===== src/rtl/ctrlreg_pkg.sv =====
package ctrlreg_pkg;
  typedef enum logic [1:0] {
    RD_NONE  = 2'd0,
    RD_CTRL1 = 2'd1,
    RD_CTRL2 = 2'd2
  } rdSel_e;

  typedef struct packed {
    logic   wrCtrl1;
    logic   wrCtrl2;
    rdSel_e rdSel;
  } regStrobes_t;
endpackage


===== src/rtl/ctrlreg_decode.sv =====
module ctrlreg_decode
  import ctrlreg_pkg::*;
#(
  parameter int ADDR_W     = 8,
  parameter int CTRL1_ADDR = 3,
  parameter int CTRL2_ADDR = 4
) (
  input  logic              wrEn,
  input  logic [ADDR_W-1:0] addr,
  output regStrobes_t       strobes
);
  localparam logic [ADDR_W-1:0] A1 = ADDR_W'(CTRL1_ADDR);
  localparam logic [ADDR_W-1:0] A2 = ADDR_W'(CTRL2_ADDR);

  logic hit1, hit2;

  always_comb begin
    hit1 = (addr == A1);
    hit2 = (addr == A2);
    strobes.wrCtrl1 = wrEn && hit1;
    strobes.wrCtrl2 = wrEn && hit2;
    if (hit1)      strobes.rdSel = RD_CTRL1;
    else if (hit2) strobes.rdSel = RD_CTRL2;
    else           strobes.rdSel = RD_NONE;
  end
endmodule


===== src/rtl/ctrlreg_regs.sv =====
module ctrlreg_regs
  import ctrlreg_pkg::*;
#(
  parameter int DATA_W       = 8,
  parameter int RATE_W       = 3,
  parameter int RATE_DEFAULT = 0,
  parameter bit MODE_DEFAULT = 1'b0,
  parameter bit LAW_DEFAULT  = 1'b0
) (
  input  logic              clk,
  input  logic              hwRstN,
  input  regStrobes_t       strobes,
  input  logic [DATA_W-1:0] wrData,
  output logic [DATA_W-1:0] rdData,
  output logic              swRst,
  output logic              pdFrame,
  output logic              pdRecv,
  output logic              lawBit,
  output logic [RATE_W-1:0] rateCode,
  output logic              modeBit
);
  localparam int BIT_RST  = 0;
  localparam int BIT_PDF  = 1;
  localparam int BIT_PDR  = 2;
  localparam int BIT_LAW  = 3;
  localparam int BIT_MODE = RATE_W;
  localparam logic [RATE_W-1:0] RATE_DEF = RATE_W'(RATE_DEFAULT);

  always_ff @(posedge clk or negedge hwRstN) begin
    if (!hwRstN) begin
      swRst    <= 1'b0;
      pdFrame  <= 1'b0;
      pdRecv   <= 1'b0;
      lawBit   <= LAW_DEFAULT;
      rateCode <= RATE_DEF;
      modeBit  <= MODE_DEFAULT;
    end else begin
      if (strobes.wrCtrl1) begin
        swRst <= wrData[BIT_RST];
        if (wrData[BIT_RST]) begin
          pdFrame  <= 1'b0;
          pdRecv   <= 1'b0;
          lawBit   <= LAW_DEFAULT;
          rateCode <= RATE_DEF;
          modeBit  <= MODE_DEFAULT;
        end else if (!swRst) begin
          pdFrame <= wrData[BIT_PDF];
          pdRecv  <= wrData[BIT_PDR];
          lawBit  <= wrData[BIT_LAW];
        end
      end
      if (strobes.wrCtrl2 && !swRst) begin
        rateCode <= wrData[RATE_W-1:0];
        modeBit  <= wrData[BIT_MODE];
      end
    end
  end

  always_comb begin
    rdData = '0;
    unique case (strobes.rdSel)
      RD_CTRL1: begin
        rdData[BIT_RST] = swRst;
        rdData[BIT_PDF] = pdFrame;
        rdData[BIT_PDR] = pdRecv;
        rdData[BIT_LAW] = lawBit;
      end
      RD_CTRL2: begin
        rdData[RATE_W-1:0] = rateCode;
        rdData[BIT_MODE]   = modeBit;
      end
      default: rdData = '0;
    endcase
  end
endmodule


===== src/rtl/ctrlreg_top.sv =====
module ctrlreg_top
  import ctrlreg_pkg::*;
#(
  parameter int ADDR_W     = 8,
  parameter int DATA_W     = 8,
  parameter int RATE_W     = 3,
  parameter int CTRL1_ADDR = 3,
  parameter int CTRL2_ADDR = 4
) (
  input  logic              clk,
  input  logic              hwRstN,
  input  logic              wrEn,
  input  logic [ADDR_W-1:0] addr,
  input  logic [DATA_W-1:0] wrData,
  output logic [DATA_W-1:0] rdData,
  output logic              softRstOut,
  output logic              pdFrameOut,
  output logic              pdRecvOut,
  output logic              fullPowerDown,
  output logic              lawSel,
  output logic [RATE_W-1:0] rateSel,
  output logic              portMode
);
  regStrobes_t strobes;

  ctrlreg_decode #(
    .ADDR_W(ADDR_W), .CTRL1_ADDR(CTRL1_ADDR), .CTRL2_ADDR(CTRL2_ADDR)
  ) u_decode (
    .wrEn(wrEn), .addr(addr), .strobes(strobes)
  );

  ctrlreg_regs #(
    .DATA_W(DATA_W), .RATE_W(RATE_W)
  ) u_regs (
    .clk(clk), .hwRstN(hwRstN), .strobes(strobes), .wrData(wrData),
    .rdData(rdData), .swRst(softRstOut), .pdFrame(pdFrameOut),
    .pdRecv(pdRecvOut), .lawBit(lawSel), .rateCode(rateSel),
    .modeBit(portMode)
  );

  assign fullPowerDown = !hwRstN || (pdFrameOut && pdRecvOut);
endmodule


===== config.mk =====
export PLATFORM = sky130hd
export DESIGN_NAME = ctrlreg_top
export DESIGN_NICKNAME = d
export VERILOG_FILES = /design/src/rtl/ctrlreg_pkg.sv /design/src/rtl/ctrlreg_decode.sv /design/src/rtl/ctrlreg_regs.sv /design/src/rtl/ctrlreg_top.sv
export SDC_FILE = /design/constraint.sdc
export NUM_CORES = 1
export LEC_CHECK = 0
export BUFFER_PORTS_ARGS = -buffer_cell sky130_fd_sc_hd__buf_2
export CAP_MARGIN = 20
export CORE_AREA = 2 2 39 41
export CTS_BUF_LIST = sky130_fd_sc_hd__clkbuf_8 sky130_fd_sc_hd__clkbuf_16
export CTS_CLUSTER_SIZE = 24
export DETAILED_ROUTE_END_ITERATION = 6
export DIE_AREA = 0 0 41 43
export HOLD_SLACK_MARGIN = 0.08
export PLACE_DENSITY = 0.74
export SETUP_SLACK_MARGIN = 0.5
export SYNTH_ARGS = -nofsm -noshare
export SYNTH_HDL_FRONTEND = slang
export SYNTH_SLANG_ARGS = --single-unit

===== constraint.sdc =====
create_clock -name clk -period 2.7 [get_ports clk]
set_input_delay 0.135 -clock clk [delete_from_list [all_inputs] [get_ports clk]]
set_output_delay 0.135 -clock clk [all_outputs]
set_load 0.03 [all_outputs]

==> results of run 1 <==
-- metal layers --
| metal | routed length [um] | vias up | GRT usage |
|---|---|---|---|
| li1 | - | 269 | - |
| met1 | 547 | 265 | 0.178 |
| met2 | 686 | 30 | 0.253 |
| met3 | 94 | 0 | 0.0314 |
| met4 | 0 | 0 | 0.0400 |
| met5 | 0 | - | 0 |
-- final cells by class --
type / count / share of cell area
Multi-Input combinational cell: 47 / 0.427
Sequential cell: 8 / 0.280
Timing Repair Buffer: 28 / 0.203
Clock buffer: 3 / 0.0577
Tap cell: 16 / 0.0280
Inverter: 1 / 0.00524
-- final timing paths --
| path | from | to | slack (ns) | cells after the start |
|---|---|---|---|---|
| worst max-delay path | u_regs.swRst | u_regs.rateCode[1] | 1.18 | 3 |
| worst min-delay path | wrData[3] | u_regs.modeBit | 0.16 | 2 |
| worst max register to register | u_regs.swRst | u_regs.rateCode[1] | 1.18 | 3 |
| worst min register to register | u_regs.rateCode[1] | u_regs.rateCode[1] | 0.52 | 1 |
| max in group asynchronous | hwRstN | u_regs.swRst | 2.24 | 2 |
| min in group asynchronous | hwRstN | u_regs.modeBit | 0.29 | 2 |
-- metrics by stage --
stage	setup WS (ns)	cell area, um2	utilization	cells
floorplan	1.24	539	-	60
global route	1.09	716	0.517	103
detailed placement	1.22	664	0.480	99
global placement	1.22	664	0.480	99
CTS	1.21	716	0.517	103
finish	1.18	716	0.517	103
-- sequential cells by signal, indices dropped and copies added, names as in the netlist --
name             cells
u_regs.pdFrame       1
u_regs.pdRecv        1
u_regs.modeBit       1
u_regs.lawBit        1
u_regs.swRst         1
u_regs.rateCode      3
-- power groups by stage --
stage	clock network, W	logic [W]	registers, W
after floorplan	0	0.0000318	0.000147
after global placement	0	0.0000669	0.000135
after detailed placement	0	0.0000681	0.000135
after CTS	0.000143	0.0000698	0.000134
after global routing	0.000148	0.0000751	0.000135
final	0.000141	0.0000698	0.000134
-- kinds of logic (layout without fill, tap and decap cells) --
| group | after synthesis | count (layout) | synth area share |
|---|---|---|---|
| and+or+nand+nor | 26 | 26 | 0.294 |
| other | 1 | 4 | 0.00710 |
| buffers and inverters | 5 | 32 | 0.0640 |
| DFF | 8 | 8 | 0.379 |
| muxes | 1 | 1 | 0.0213 |
| AOI/OAI and AO/OA | 16 | 16 | 0.235 |
-- cell usage after synthesis --
| cell type | instances |
|---|---|
| nor3b_1 | 1 |
| nor2_1 | 5 |
| o31ai_1 | 3 |
| nand3b_1 | 2 |
| and3_1 | 1 |
| nor2b_1 | 2 |
| o211ai_1 | 4 |
| a21oi_1 | 1 |
| nor4b_1 | 1 |
| nand2b_1 | 2 |
| and4b_1 | 1 |
| and3b_1 | 1 |
| buf_4 | 4 |
| nand3_1 | 1 |
| conb_1 | 1 |
| o32a_1 | 1 |
| dfrtp_1 | 8 |
| a22o_1 | 3 |
| nand2_1 | 7 |
| or4_4 | 1 |
| inv_1 | 1 |
| nor4_2 | 1 |
| mux2_2 | 1 |
| a22oi_1 | 4 |
-- repair_timing --
action,CTS,global route
endpoints found under the hold margin,8,0
hold buffers,1,0
setup endpoints to repair,0,0
==> results.md, run 1 <==
- Status: completed
- Drt wl/cell: 12.9 um
- Synth Instances: 57
- Worst-Skew Late Latency: 0.22 ns
- Synth cell types: 24
- Core footprint: 1380 um2
- # fillers: 131
- Register area: 200 um2
- Commonest cells after routing, fill and taps aside: buf_2 (27), dfrtp_1 (8), nand2_1 (7)
- Hold slack: 0.157 ns
- Net Switching: 0.0000975 W
- Slew @ Worst Pin: 0.527 ns
- Clock Sinks: 8
- CTS tree: done
- Final Power: 0.000345 W
- Total Routing Usage GR: 0.149
- WP buf/inv: 0
- Register share of total power: 0.389
- Setup TNS: 0 ns
- Layout cells sized above 1: 0.379
- Initial Util: 0.382
- Global-route wire length before repair: 1820 um
- Critical path's top delay family: simple AND/OR/NAND/NOR gates
- Period utilisation layout: 0.563
- CP Max Fanout: 7
- Via Count: 564
- Die height: 43 um
- Post-cts resize count: 0
- Crit start category: register
- DRC: 0
- Max transition margin: 0.648
- CP max stage delay: 0.50 ns
- Number of global-route vias before repair: 444
- Final Max Tran Viols: 0
- Initial antenna violation count: 0
- Crit-path slowest cell: nor4b_1
- Fmax achieved: 658 MHz
- Commonest non-fill, non-tap cell in the layout: buf_2
- Minimum clock period: 1.52 ns
- Num ports: 36
- Register area share after synthesis: 0.379
- CTS Buf Count: 3
- Row Count: 14
- WP data arrival: 1.63 ns
- First-pass DRT Iterations: 4
- Unrepaired setup endpoints after global routing: no
- Setup-failing EPs final: 0
- H-tree depth: 1
- Root Buffer: clkbuf_8
- Antenna Nets Post-Route: 0
- Syn avg cell area: 9.26 um2
- LEAKAGE: 0.356 nW
- Nets@finish: 108
- Worst IR Drop VDD: 0.000289 V
- Congestion Overflow GR: 0
- Die width: 41 um
- Vias per cell: 5.48
- HP Class: primary input to register
- Top-area cell type share of the netlist area: 0.379
- Final GP Congestion: 0.870
- DP HPWL: 1050 um
- Detailed router's first-iteration violation count: 21
- Critical path required time: 2.81 ns
- Kind of critical path: register to register
- DIE AREA: 1760 um2
- Clock skew: 0.000748 ns
- Area Overhead vs Synth: 35.5%
- Internal power: 0.000248 W
- Synth warn: 0
- Clock transition at path regs: 0.04 ns
- Combinational share of power: 0.202
- Pin count of the biggest net entering global routing: 10
- Mapped cell area: 528 um2
- PD cells: 482 nW/um2
- # diodes: 0
- Max-Cap Viols: 0
- Setup bufs post-CTS: 0
- DRT Wirelength: 1330 um
- Yosys top cell by area: dfrtp_1
- Crit path cell chain: nor4b_1 > o211ai_1 > a22o_1
- Area contributors post-synth: dfrtp_1 (38%), a22oi_1 (5.7%), buf_4 (5.7%), o211ai_1 (5.7%), nand2_1 (5.0%)
- Clock Tree Buf Depth: 2
- Port bufs: 27
- Net Sw Frac: 0.283
- Crit. End Element: register
- Clock power share: 0.409
- Area of the multi-input gates: 305 um2
- Final hold violations: 0
- Synthesized flop and latch total: 8
Note: power is estimated with default switching activity, not from simulation.
==> run 2, diff against run 1 <==
- CORE_AREA: 2 2 39 41 -> default
- CORE_MARGIN: default -> 2
- CORE_UTILIZATION: default -> 35
- DIE_AREA: 0 0 41 43 -> default
- PLACE_DENSITY: 0.74 -> 0.69
- clock period: 2.7 -> 1.23 ns (I/O delays scaled with it)
==> run 2 against run 1 <==
Compared with the run above:
- maximum frequency rose by 28%
- register-to-register slack worse by 1.1 ns
- sequential cell count did not move
- via count increased by 8.2%
- die area rose by 4.1%
- sequential power up 120%
- non-clock buffer count rose by 11
- routed wire length rose by 23%
- clock-buffer cell count stayed put
- power grew to 2.5 times the previous value
==> results.md, run 2 (synthesized netlist as in run 1, its figures left out) <==
- Met1 wire length: 619 um
- Reg2Reg Setup Slack: 0.04 ns
- First-pass DRT Iterations: 4
- Max-Cap Viols: 0
- Area Overhead vs Synth: 96.9%
- Hold slack: 0.0730 ns
- Final Core Density: 0.715
- LEAKAGE: 0.462 nW
- Status: completed
- Via Count: 610
- Pin count of the biggest net entering global routing: 9
- Number of global-route vias before repair: 562
- CP Max Fanout: 3
- PD cells: 833 nW/um2
- Congestion Overflow GR: 0
- Clock transition at path regs: 0.04 ns
- Nets@finish: 119
- DIE AREA: 1840 um2
- Die width: 42.8 um
- Period utilisation layout: 0.968
- Final hold violations: 0
- Row Count: 14
- # diodes: 0
- Port bufs: 27
- WP data arrival: 1.30 ns
- Fmax achieved: 840 MHz
- Detailed router's first-iteration violation count: 2
- Minimum clock period: 1.19 ns
- Routed wl met3: 99 um
- Worst-Skew Late Latency: 0.23 ns
- Vias per cell: 5.30
- Max reg flops: 3
- Drt wl/cell: 14.2 um
- Worst IR Drop VDD: 0.000744 V
- Layout cells sized above 1: 0.687
- Initial Util: 0.363
- Commonest cells after routing, fill and taps aside: buf_6 (20), buf_2 (14), dfrtp_2 (7)
- Crit. End Element: register
- Crit start category: register
- Top reg by flops: u_regs.rateCode
- Initial antenna violation count: 0
- CP Launch Point: u_regs.swRst
- Setup-failing EPs final: 0
- Critical path required time: 1.34 ns
- CTS tree: done
- CTS Buf Count: 3
- R2R Path End: u_regs.rateCode[0]
- Die height: 42.8 um
- Num ports: 36
- Clock Tree Buf Depth: 2
- HP Class: primary input to register
- Global-route wire length before repair: 2490 um
- Unrepaired setup endpoints after global routing: yes
- Final GP Congestion: 0.794
- R2r startpoint: u_regs.swRst
- Final Max Tran Viols: 0
- DRC: 0
- Clock skew: 0.00489 ns
- DRT Wirelength: 1630 um
- Commonest non-fill, non-tap cell in the layout: buf_6
- Total Routing Usage GR: 0.188
- Clock Sinks: 8
- Setup crit end: u_regs.rateCode[0]
- Reg2reg path depth: 3
- Kind of critical path: register to register
- DR WL met2: 884 um
- H-tree depth: 1
- Antenna Nets Post-Route: 0
- Top layer in use: met4
- DP HPWL: 1140 um
- Core footprint: 1450 um2
- Root Buffer: clkbuf_8
## run 2: cell types whose count changed in the layout (fill, tap and decap cells not counted), moves of 5 or more
cell     previous run  this run
buf_2              27        14
dfrtp_2             0         7
buf_6               0        20
nor2_1              5         0
dfrtp_1             8         1
## run 2: layout make-up
class | instances | area (um2)
Sequential cell | 8 | 209
Tap cell | 16 | 20.0
Multi-Input combinational cell | 47 | 427
Clock buffer | 3 | 41.3
Inverter | 1 | 3.75
Fill cell | 111 | 414
Clock inverter | 1 | 3.75
Timing Repair Buffer | 39 | 335
## run 2: what timing repair did
item	CTS	global route
setup buffers	7	2
hold endpoints to repair	10	0
hold buffers	1	0
setup endpoints to repair	21	21
gates cloned	0	0
resized for setup	35	7
pin swaps	8	12
## run 2: through the flow
| step | cells | setup slack (ns) | setup TNS [ns] | area, um2 | total power, W |
|---|---|---|---|---|---|
| detailed placement | 101 | -0.0420 | -0.0839 | 774 | 0.000474 |
| CTS | 113 | 0.0254 | 0 | 1000 | 0.000857 |
| global placement | 101 | -0.0258 | -0.0540 | 774 | 0.000471 |
| floorplan | 60 | 0.00565 | 0 | 634 | 0.000409 |
| global route | 115 | -0.0198 | -0.0523 | 1040 | 0.000907 |
| finish | 115 | 0.0397 | 0 | 1040 | 0.000866 |
## run 2: power by group
part | internal [W] | switching, W
Sequential | 0.000281 | 0.0000165
Clock | 0.000217 | 0.000110
Combinational | 0.000112 | 0.000130
Total | 0.000610 | 0.000256
## run 2: worst min path at each step
| stage | startpoint | to | depth (start not counted) |
|---|---|---|---|
| 2_1_floorplan | hwRstN | u_regs.lawBit | 0 |
| 3_3_place_gp | hwRstN | u_regs.rateCode[0] | 1 |
| 3_5_place_dp | hwRstN | u_regs.rateCode[0] | 1 |
| 4_1_cts | wrData[3] | u_regs.modeBit | 2 |
| 5_1_grt | wrData[3] | u_regs.modeBit | 2 |
| 6_report | wrData[3] | u_regs.modeBit | 2 |
## run 2: worst max-delay path: stages, from the launching register on
cell and delay (ns):
dfrtp_2 0.42, nor4b_4 0.25, a21oi_1 0.10, o32a_1 0.30
## run 2: metal layers
metal | up-vias | global-route usage
met2 | 22 | 0.327
met3 | 4 | 0.0638
met5 | - | 0
li1 | 293 | -
met4 | 0 | 0.0375
met1 | 291 | 0.223
